$ cat src/rtl/cca_pkg.sv
package cca_pkg;

  // Strobes passed from control to datapath each cycle
  typedef struct packed {
    logic incUp;        // synchronized rising edge, upper-level step
    logic incDn;        // synchronized rising edge, lower-level step
    logic closePeriod;  // freeze and restart the net count
    logic assemble;     // sample pair present: build the code
  } cca_strobes_t;

endpackage

$ cat src/rtl/cca_pulse_sync.sv
module cca_pulse_sync #(
  parameter int STAGES = 2
) (
  input  logic clk,
  input  logic rstN,
  input  logic asyncIn,
  output logic rise
);

  logic [STAGES-1:0] chain;
  logic              lastLvl;

  always_ff @(posedge clk or negedge rstN) begin
    if (!rstN) begin
      chain   <= '0;
      lastLvl <= 1'b0;
    end else begin
      chain   <= {chain[STAGES-2:0], asyncIn};
      lastLvl <= chain[STAGES-1];
    end
  end

  assign rise = chain[STAGES-1] & ~lastLvl;

endmodule

$ cat src/rtl/cca_control.sv
module cca_control
  import cca_pkg::*;
#(
  parameter int SYNC_STAGES = 2
) (
  input  logic         clk,
  input  logic         rstN,
  input  logic         upStrobe,
  input  logic         dnStrobe,
  input  logic         periodEnd,
  input  logic         samplesValid,
  output cca_strobes_t strobes
);

  localparam int NUM_SRC = 2;

  logic [NUM_SRC-1:0] rawIn;
  logic [NUM_SRC-1:0] edgeSeen;

  assign rawIn = {dnStrobe, upStrobe};

  for (genvar i = 0; i < NUM_SRC; i++) begin : g_sync
    cca_pulse_sync #(.STAGES(SYNC_STAGES)) u_sync (
      .clk     (clk),
      .rstN    (rstN),
      .asyncIn (rawIn[i]),
      .rise    (edgeSeen[i])
    );
  end

  always_comb begin
    strobes.incUp       = edgeSeen[0];
    strobes.incDn       = edgeSeen[1];
    strobes.closePeriod = periodEnd;
    strobes.assemble    = samplesValid;
  end

endmodule

$ cat src/rtl/cca_datapath.sv
module cca_datapath
  import cca_pkg::*;
#(
  parameter int SAMPLE_W = 8,
  parameter int HEIGHT_W = 8,
  parameter int CNT_W    = 8,
  parameter int RES_W    = 14
) (
  input  logic                clk,
  input  logic                rstN,
  input  cca_strobes_t        strobes,
  input  logic                heightLoad,
  input  logic [HEIGHT_W-1:0] heightIn,
  input  logic [SAMPLE_W-1:0] startSample,
  input  logic [SAMPLE_W-1:0] endSample,
  output logic [RES_W-1:0]    result,
  output logic                resultValid
);

  localparam int SUM_W = CNT_W + HEIGHT_W + SAMPLE_W + 2;
  localparam logic signed [SUM_W-1:0] RES_MAX = SUM_W'((2 ** (RES_W - 1)) - 1);
  localparam logic signed [SUM_W-1:0] RES_MIN = -SUM_W'(2 ** (RES_W - 1));

  logic signed [CNT_W-1:0]  liveCount;
  logic signed [CNT_W-1:0]  frozenCount;
  logic signed [CNT_W-1:0]  stepDelta;
  logic [HEIGHT_W-1:0]      heightReg;
  logic signed [SUM_W-1:0]  countExt;
  logic signed [SUM_W-1:0]  heightExt;
  logic signed [SUM_W-1:0]  coarse;
  logic signed [SUM_W-1:0]  endExt;
  logic signed [SUM_W-1:0]  startExt;
  logic signed [SUM_W-1:0]  total;
  logic [RES_W-1:0]         clamped;

  // Signed contribution of this cycle's edges
  always_comb begin
    unique case ({strobes.incUp, strobes.incDn})
      2'b10:   stepDelta = CNT_W'(1);
      2'b01:   stepDelta = -CNT_W'(1);
      default: stepDelta = '0;
    endcase
  end

  // Running count, frozen copy at the boundary
  always_ff @(posedge clk or negedge rstN) begin
    if (!rstN) begin
      liveCount   <= '0;
      frozenCount <= '0;
    end else if (strobes.closePeriod) begin
      frozenCount <= liveCount;
      liveCount   <= stepDelta;
    end else begin
      liveCount   <= liveCount + stepDelta;
    end
  end

  always_ff @(posedge clk or negedge rstN) begin
    if (!rstN) begin
      heightReg <= '0;
    end else if (heightLoad) begin
      heightReg <= heightIn;
    end
  end

  // Coarse plus fine, full width, then clamp
  always_comb begin
    countExt  = SUM_W'(frozenCount);
    heightExt = $signed({{(SUM_W-HEIGHT_W){1'b0}}, heightReg});
    endExt    = $signed({{(SUM_W-SAMPLE_W){1'b0}}, endSample});
    startExt  = $signed({{(SUM_W-SAMPLE_W){1'b0}}, startSample});
    coarse    = countExt * heightExt;
    total     = coarse + endExt - startExt;
    if (total > RES_MAX) begin
      clamped = RES_MAX[RES_W-1:0];
    end else if (total < RES_MIN) begin
      clamped = RES_MIN[RES_W-1:0];
    end else begin
      clamped = total[RES_W-1:0];
    end
  end

  always_ff @(posedge clk or negedge rstN) begin
    if (!rstN) begin
      result      <= '0;
      resultValid <= 1'b0;
    end else begin
      resultValid <= strobes.assemble;
      if (strobes.assemble) begin
        result <= clamped;
      end
    end
  end

endmodule

$ cat src/rtl/charge_code_assembler.sv
module charge_code_assembler
  import cca_pkg::*;
#(
  parameter int SAMPLE_W    = 8,
  parameter int HEIGHT_W    = 8,
  parameter int CNT_W       = 8,
  parameter int RES_W       = 14,
  parameter int SYNC_STAGES = 2
) (
  input  logic                clk,
  input  logic                rstN,
  input  logic                upStrobe,
  input  logic                dnStrobe,
  input  logic                periodEnd,
  input  logic                heightLoad,
  input  logic [HEIGHT_W-1:0] heightIn,
  input  logic                samplesValid,
  input  logic [SAMPLE_W-1:0] startSample,
  input  logic [SAMPLE_W-1:0] endSample,
  output logic [RES_W-1:0]    result,
  output logic                resultValid
);

  cca_strobes_t strobes;

  cca_control #(.SYNC_STAGES(SYNC_STAGES)) u_ctrl (
    .clk          (clk),
    .rstN         (rstN),
    .upStrobe     (upStrobe),
    .dnStrobe     (dnStrobe),
    .periodEnd    (periodEnd),
    .samplesValid (samplesValid),
    .strobes      (strobes)
  );

  cca_datapath #(
    .SAMPLE_W (SAMPLE_W),
    .HEIGHT_W (HEIGHT_W),
    .CNT_W    (CNT_W),
    .RES_W    (RES_W)
  ) u_dp (
    .clk         (clk),
    .rstN        (rstN),
    .strobes     (strobes),
    .heightLoad  (heightLoad),
    .heightIn    (heightIn),
    .startSample (startSample),
    .endSample   (endSample),
    .result      (result),
    .resultValid (resultValid)
  );

endmodule

$ cat config.mk
export PLATFORM = sky130hd
export DESIGN_NAME = charge_code_assembler
export DESIGN_NICKNAME = d
export VERILOG_FILES = /design/src/rtl/cca_pkg.sv /design/src/rtl/cca_pulse_sync.sv /design/src/rtl/cca_control.sv /design/src/rtl/cca_datapath.sv /design/src/rtl/charge_code_assembler.sv
export SDC_FILE = /design/constraint.sdc
export NUM_CORES = 1
export LEC_CHECK = 0
export ABC_AREA = 0
export CAP_MARGIN = 20
export CORE_UTILIZATION = 50
export CTS_BUF_LIST = sky130_fd_sc_hd__clkbuf_4
export CTS_CLUSTER_DIAMETER = 120
export DETAILED_ROUTE_END_ITERATION = 12
export DONT_BUFFER_PORTS = 1
export GPL_TIMING_DRIVEN = 1
export SLEW_MARGIN = 20
export SYNTH_ARGS = -nofsm -noshare
export SYNTH_HDL_FRONTEND = slang
export SYNTH_SLANG_ARGS = --single-unit
$ cat constraint.sdc
create_clock -name clk -period 15.6 [get_ports clk]
set_input_delay 0.78 -clock clk [delete_from_list [all_inputs] [get_ports clk]]
set_output_delay 0.78 -clock clk [all_outputs]
set_load 0.05 [all_outputs]
==> flow_summary_export.csv, run 1 <==
group,metric,value,unit
global_route,grt_pass1_wl,16.8,mm
logic_synthesis,syn-num-nets,682,
logic_synthesis,synthXorXnorAreaFrac,4.79,%
finish,nNetsFinal,680,
finish,fin_area,0.00531,mm²
global_route,grt_use_total,20.4,%
floorplan,die_area,0.0106,mm²
global_route,grt_max_degree,46,
logic_synthesis,yosysSeqAreaShare,22.0,%
clock_network,cts_resized,0,
logic_synthesis,synth_compound_area_share,14.5,%
logic_synthesis,synthAdderAreaFrac,34.9,%
floorplan,die_y,103,µm
setup_path,crit_fanout,13,
timing,rsz0062_at_grt,"no",
placed_design,dpl-instance-area,0.00523,mm²
logic_synthesis,syn-instance-count,536,
clock_network,clk_pin_slew_worst_paths,0.14,ns
clock_network,post_cts_buffers,0,
placed_design,io_buffers,0,
placed_design,dp.cells,660,
clock_network,cts_tree,"yes",
setup_path,endpoint_kind,"flip-flop",
logic_synthesis,ys_ff_latch,45,
placed_design,place_hpwl,8.00,mm
logic_synthesis,synth_top_family_by_area,"adder cells",
timing,fin_tns_setup,0,ns
logic_synthesis,async_flop_share,100,%
min_path,hp-class,"in -> async",
routing,firstDrtPassIters,4,
routing,drc,0,
logic_synthesis,syn_area,0.00512,mm²
timing,timing.hold.ws,0.0804,ns
timing,worst_clock_skew,0.00908,ns
timing,clock.fmax,148,MHz
routing,dr_total_vias,3671,
logic_synthesis,avgSynthCellArea,9.55,µm²
logic_synthesis,synthMuxAreaShare,3.72,%
clock_network,htreeDepth,2,
logic_synthesis,yosys.area_share.simple,12.8,%
clock_network,ctsLongestPathBuffers,2,
clock_network,cts_buffers,5,
timing,worst_pin_slew,0.676,ns
timing,slew_headroom,54.4,%
global_route,first_global_vias,3628,
logic_synthesis,synth.distinct_cells,55,
setup_path,crit_required,15.85,ns
finish,area_delta_synth_final,3.82,%
routing,avgRoutedWirePerCell,14.8,µm
finish,fin_cells,668,
logic_synthesis,synth_edf_count,0,
timing,finalSetupViolations,0,
clock_network,cts_root_buffer,"clkbuf_4",
routing,detail-route-antenna-nets,0,
clock_network,clkSinkCount,45,
timing,fin_crit_sh,43.4,%
logic_synthesis,yosys_warnings,0,
routing,via_per_inst,5.50,
timing,finalHoldViolCount,0,
routing,wirelength,9.89,mm
clock_network,clkLatencyLatePin,0.37,ns
setup_path,start_kind,"flip-flop",
floorplan,coreArea,0.00986,mm²
clock_network,hold_buffers,0,
finish,n_antenna_cell,0,
floorplan,placementRows,36,
timing,period_needed,6.77,ns
floorplan,start_util,51.9,%
flow_run,drv_cap,0,
global_route,grt_overflow,0,
floorplan,ios,46,
routing,drt-initial-drc-count,120,
logic_synthesis,synth_ff_type,"dfrtp_1",
global_route,antenna_found_initial,0,
placed_design,gp_congestion,0.850,
setup_path,critPathKind,"reg -> reg",
floorplan,die_w,103,µm
outcome,status,"finished clean",
timing,report.final.slew_viol_count,0,
setup_path,crit_arrival,7.01,ns
finish,drive_above_1_share,7.10,%
placed cells by master (no fill, tap or decap), drive strengths merged, types with 4 or more instances in the layout:
cell type  Yosys  final
inv           85     85
ha            69     69
fa            46     46
dfrtp         45     45
and2          44     44
nor2          34     34
a21oi         27     27
o21ai         27     27
nand2         23     23
xnor2         18     18
mux2          16     16
o22ai         12     12
xor2          10     10
a21o           7      7
nand2b         7      7
o21bai         6      6
o211ai         6      6
clkbuf         6      6
nor3           5      5
nand3          4      4
a31oi          4      4
cells by family after synthesis:
group / after synthesis
muxes: 17
AOI/OAI and AO/OA: 107
DFF: 45
buffers and inverters: 95
xor gates and xnor gates: 28
adders and majority gates: 115
and+or+nand+nor: 129
metrics by stage:
| stage | util (%) | setup WS, ns |
|---|---|---|
| final | 53.8 | 8.83 |
| after global routing | 53.8 | 8.44 |
| after CTS | 53.8 | 8.83 |
| after detailed placement | 53.0 | 8.86 |
| after global placement | 53.0 | 8.89 |
| after floorplan | - | 9.66 |
path summary, 6_finish.rpt:
kind	cells past startpoint	slack [ns]	startpoint	end
setup / recovery	20	8.83	u_dp.heightReg[0]	u_dp.result[9]
hold / removal	0	0.08	rstN	u_dp.liveCount[2]
setup reg to reg	20	8.83	u_dp.heightReg[0]	u_dp.result[9]
hold reg to reg	0	0.37	u_ctrl.g_sync[1].u_sync.chain[0]	u_ctrl.g_sync[1].u_sync.chain[1]
max in group asynchronous	0	15.43	rstN	u_dp.heightReg[7]
min in group clk	0	0.37	u_ctrl.g_sync[1].u_sync.chain[0]	u_ctrl.g_sync[1].u_sync.chain[1]
critical path: stages, from the launching register on:
cell and delay (ns):
dfrtp_1 0.51, nand2b_1 0.22, fa_1 0.52, fa_1 0.56
inv_1 0.06, fa_1 0.50, fa_1 0.49, ha_1 0.37
xor2_1 0.19, fa_1 0.37, inv_1 0.07, ha_1 0.29
a21oi_1 0.24, nand2_1 0.07, o311ai_0 0.58, a21oi_1 0.24
a41oi_2 0.31, xor2_1 0.23, nand4_1 0.14, o21ai_2 0.50
o22ai_1 0.19
metal layers:
layer	track usage (%)	wire, µm	vias up
li1	-	-	1791
met2	35.2	4880	40
met5	0	0	-
met4	5.31	148	0
met3	2.71	230	12
met1	27.0	4630	1828
final cells by class:
cell class | instances | area [µm²]
inverters | 86 | 323
clock buffers | 6 | 45.0
well taps | 133 | 166
flip-flops and latches | 45 | 1130
clock inverters | 2 | 33.8
multi-input cells | 396 | 3620
fillers | 909 | 4550
Yosys cell counts (7+ instances only):
library cell  instances  share of area [%]
and2_1               44                5.4
a21o_1                7                1.0
ha_1                 69                 17
dfrtp_1              45                 22
mux2_2               16                3.5
nand2b_1              7               0.86
nand2_1              23                1.7
o22ai_1              11                1.3
xor2_1               10                1.7
nor2_1               34                2.5
a21oi_1              25                2.4
fa_1                 46                 18
xnor2_1              18                3.1
o21ai_0              24                2.3
inv_1                85                6.2
sequential cells by signal (all words and copies together) (netlist names):
signal,count
u_dp.frozenCount,8
u_dp.liveCount,8
u_ctrl.g_sync.u_sync.lastLvl,2
u_dp.heightReg,8
u_dp.result,14
u_ctrl.g_sync.u_sync.chain,4
u_dp.resultValid,1
Power of run 1 is left out: the tool's default activity adds up to more than one toggle a clock period on the data nets, which glitch-free logic cannot reach.
==> run 2, diff against run 1 <==
Clock period 15.6 ns to 6.3 ns, I/O delays scaled along.
==> flow_summary_export.csv, run 2 (synthesis results as in run 1) <==
group,metric,value,unit
outcome,status,"finished clean",
timing,report.final.slew_viol_count,0,
floorplan,die_y,103,µm
timing,worst_pin_slew,0.531,ns
routing,via_per_inst,5.46,
finish,final_cell_mix,"inv_1 (85), ha_1 (60), fa_1 (45)",
setup_path,cpMaxStageDelayCell,"fa_1",
routing,avgRoutedWirePerCell,15.1,µm
setup_path,regToRegStartpoint,"u_dp.heightReg[3]",
global_route,use_met3,2.17,%
global_route,grt_use_met1,26.5,%
setup_path,cp_common_cell,"inv_1",
setup_path,critPathMaxStageDelay,0.54,ns
setup_path,crit_fanout,9,
global_route,grt_use_total,20.4,%
timing,slew_headroom,64.2,%
global_route,grt_overflow,0,
global_route,grt_max_degree,46,
timing,fin_tns_setup,0,ns
setup_path,reg2reg_setup_slack,0.12,ns
finish,largest_reg_flops,14,
finish,n_antenna_cell,0,
timing,period_needed,6.18,ns
setup_path,crit_cells,24,
clock_network,cts_tree,"yes",
setup_path,critPathKind,"reg -> reg",
global_route,top_usage_layer,"met2",
setup_path,critPathLaunch,"u_dp.heightReg[3]",
placed_design,io_buffers,0,
placed_design,dp_slack,-0.0562,ns
finish,area_delta_synth_final,15.4,%
floorplan,coreArea,0.00986,mm²
floorplan,start_util,51.9,%
floorplan,die_area,0.0106,mm²
global_route,met2_usage,36.8,%
timing,fin_crit_sh,98.2,%
setup_path,rr_worst_depth,24,
finish,nNetsFinal,720,
routing,firstDrtPassIters,4,
floorplan,placementRows,36,
finish,drive_above_1_share,20.0,%
timing,finalSetupViolations,0,
setup_path,crit_arrival,6.46,ns
floorplan,ios,46,
setup_path,crit_end,"u_dp.result[11]",
clock_network,cts_root_buffer,"clkbuf_4",
setup_path,timing.critical_path.max_delay_family,"adder cells",
clock_network,ctsLongestPathBuffers,2,
floorplan,die_w,103,µm
placed_design,dp.cells,677,
clock_network,htreeDepth,2,
clock_network,cts_buffers,5,
finish,fin_cells,708,
placed_design,place_hpwl,8.20,mm
finish,final_common_cell,"inv_1",
finish,largest_register,"u_dp.result",
clock_network,clk_pin_slew_worst_paths,0.16,ns
routing,drt-initial-drc-count,111,
timing,finalHoldViolCount,0,
routing,wirelength,10.7,mm
clock_network,clkSinkCount,45,
flow_run,drv_cap,0,
clock_network,clkLatencyLatePin,0.36,ns
routing,drc,0,
timing,clock.fmax,162,MHz
setup_path,start_kind,"flip-flop",
timing,setup_ws,0.116,ns
global_route,antenna_found_initial,0,
routing,dr_total_vias,3868,
setup_path,crit_chain,"and2_4 > ha_1 > inv_1 > fa_1 > inv_1 > ha_1 > inv_1 > fa_1 > inv_1 > ha_4 > fa_2 > fa_1 > ha_4 > nor3_4 > nor2_1 > a31oi_2 > nor2_1 > o41a_1 > a31o_2 > xnor2_2 > nand4_1 > o21ai_4 > clkbuf_16 > o22ai_1",
setup_path,endpoint_kind,"flip-flop",
min_path,hp-class,"in -> reg",
global_route,first_global_vias,3818,
routing,detail-route-antenna-nets,0,
global_route,grt_pass1_wl,17.0,mm
finish,fillCellCount,848,
timing,worst_clock_skew,0.0168,ns
setup_path,cp_num_buf_inv,5,
timing,timing.hold.ws,0.0385,ns
setup_path,timing.rr.end,"u_dp.result[11]",
setup_path,crit_required,6.58,ns
placed_design,gp_congestion,0.841,
## run 2: changes by cell type in the layout (fill, tap and decap cells not counted), sizes merged
cell / delta
clkbuf: +2
bufinv: -1
clkinvlp: +2
clkinv: -1
buf: +33
dlygate4sd3: +5
## run 2: per-layer routing
metal	vias to the layer above	part of all wire [%]
met3	8	2.5
met4	0	1.1
met5	-	0
met1	1930	45
met2	59	51
li1	1871	-
## run 2: final cells by class
class	count	area, µm²	share of cell area (%)
multi-input combinational	396	3850	65.2
sequential	45	1140	19.3
timing repair buffer	40	364	6.17
inverter	86	324	5.49
tap	133	166	2.82
clock buffer	6	45.0	0.763
clock inverter	2	15.0	0.254
## run 2: how the worst min path moves through the flow
| stage | end | slack [ns] | from | cells past startpoint |
|---|---|---|---|---|
| after floorplan | u_ctrl.g_sync[0].u_sync.chain[0] | 0.02 | rstN | 0 |
| after global placement | u_dp.result[13] | 0.02 | rstN | 0 |
| after detailed placement | u_dp.resultValid | 0.02 | rstN | 0 |
| after CTS | u_dp.liveCount[6] | 0.01 | periodEnd | 1 |
| after global routing | u_dp.liveCount[3] | 0.02 | periodEnd | 1 |
| final | u_dp.liveCount[4] | 0.04 | periodEnd | 1 |
## run 2: timing repair
item | CTS | global route
hold buffers | 6 | 0
endpoints found under the setup margin | 13 | 13
buffers inserted | 0 | 16
resized for setup | 3 | 50
pin swaps | 0 | 25
gates cloned | 0 | 1
endpoints found under the hold margin | 49 | 0
## run 2: stage by stage
step	instance area [µm²]	utilization, %
6_report	5910	59.9
5_1_grt	5910	59.9
4_1_cts	5520	55.9
3_5_place_dp	5370	54.5
3_3_place_gp	5370	54.5
2_1_floorplan	5120	-
Power of run 2 is left out for the same reason.
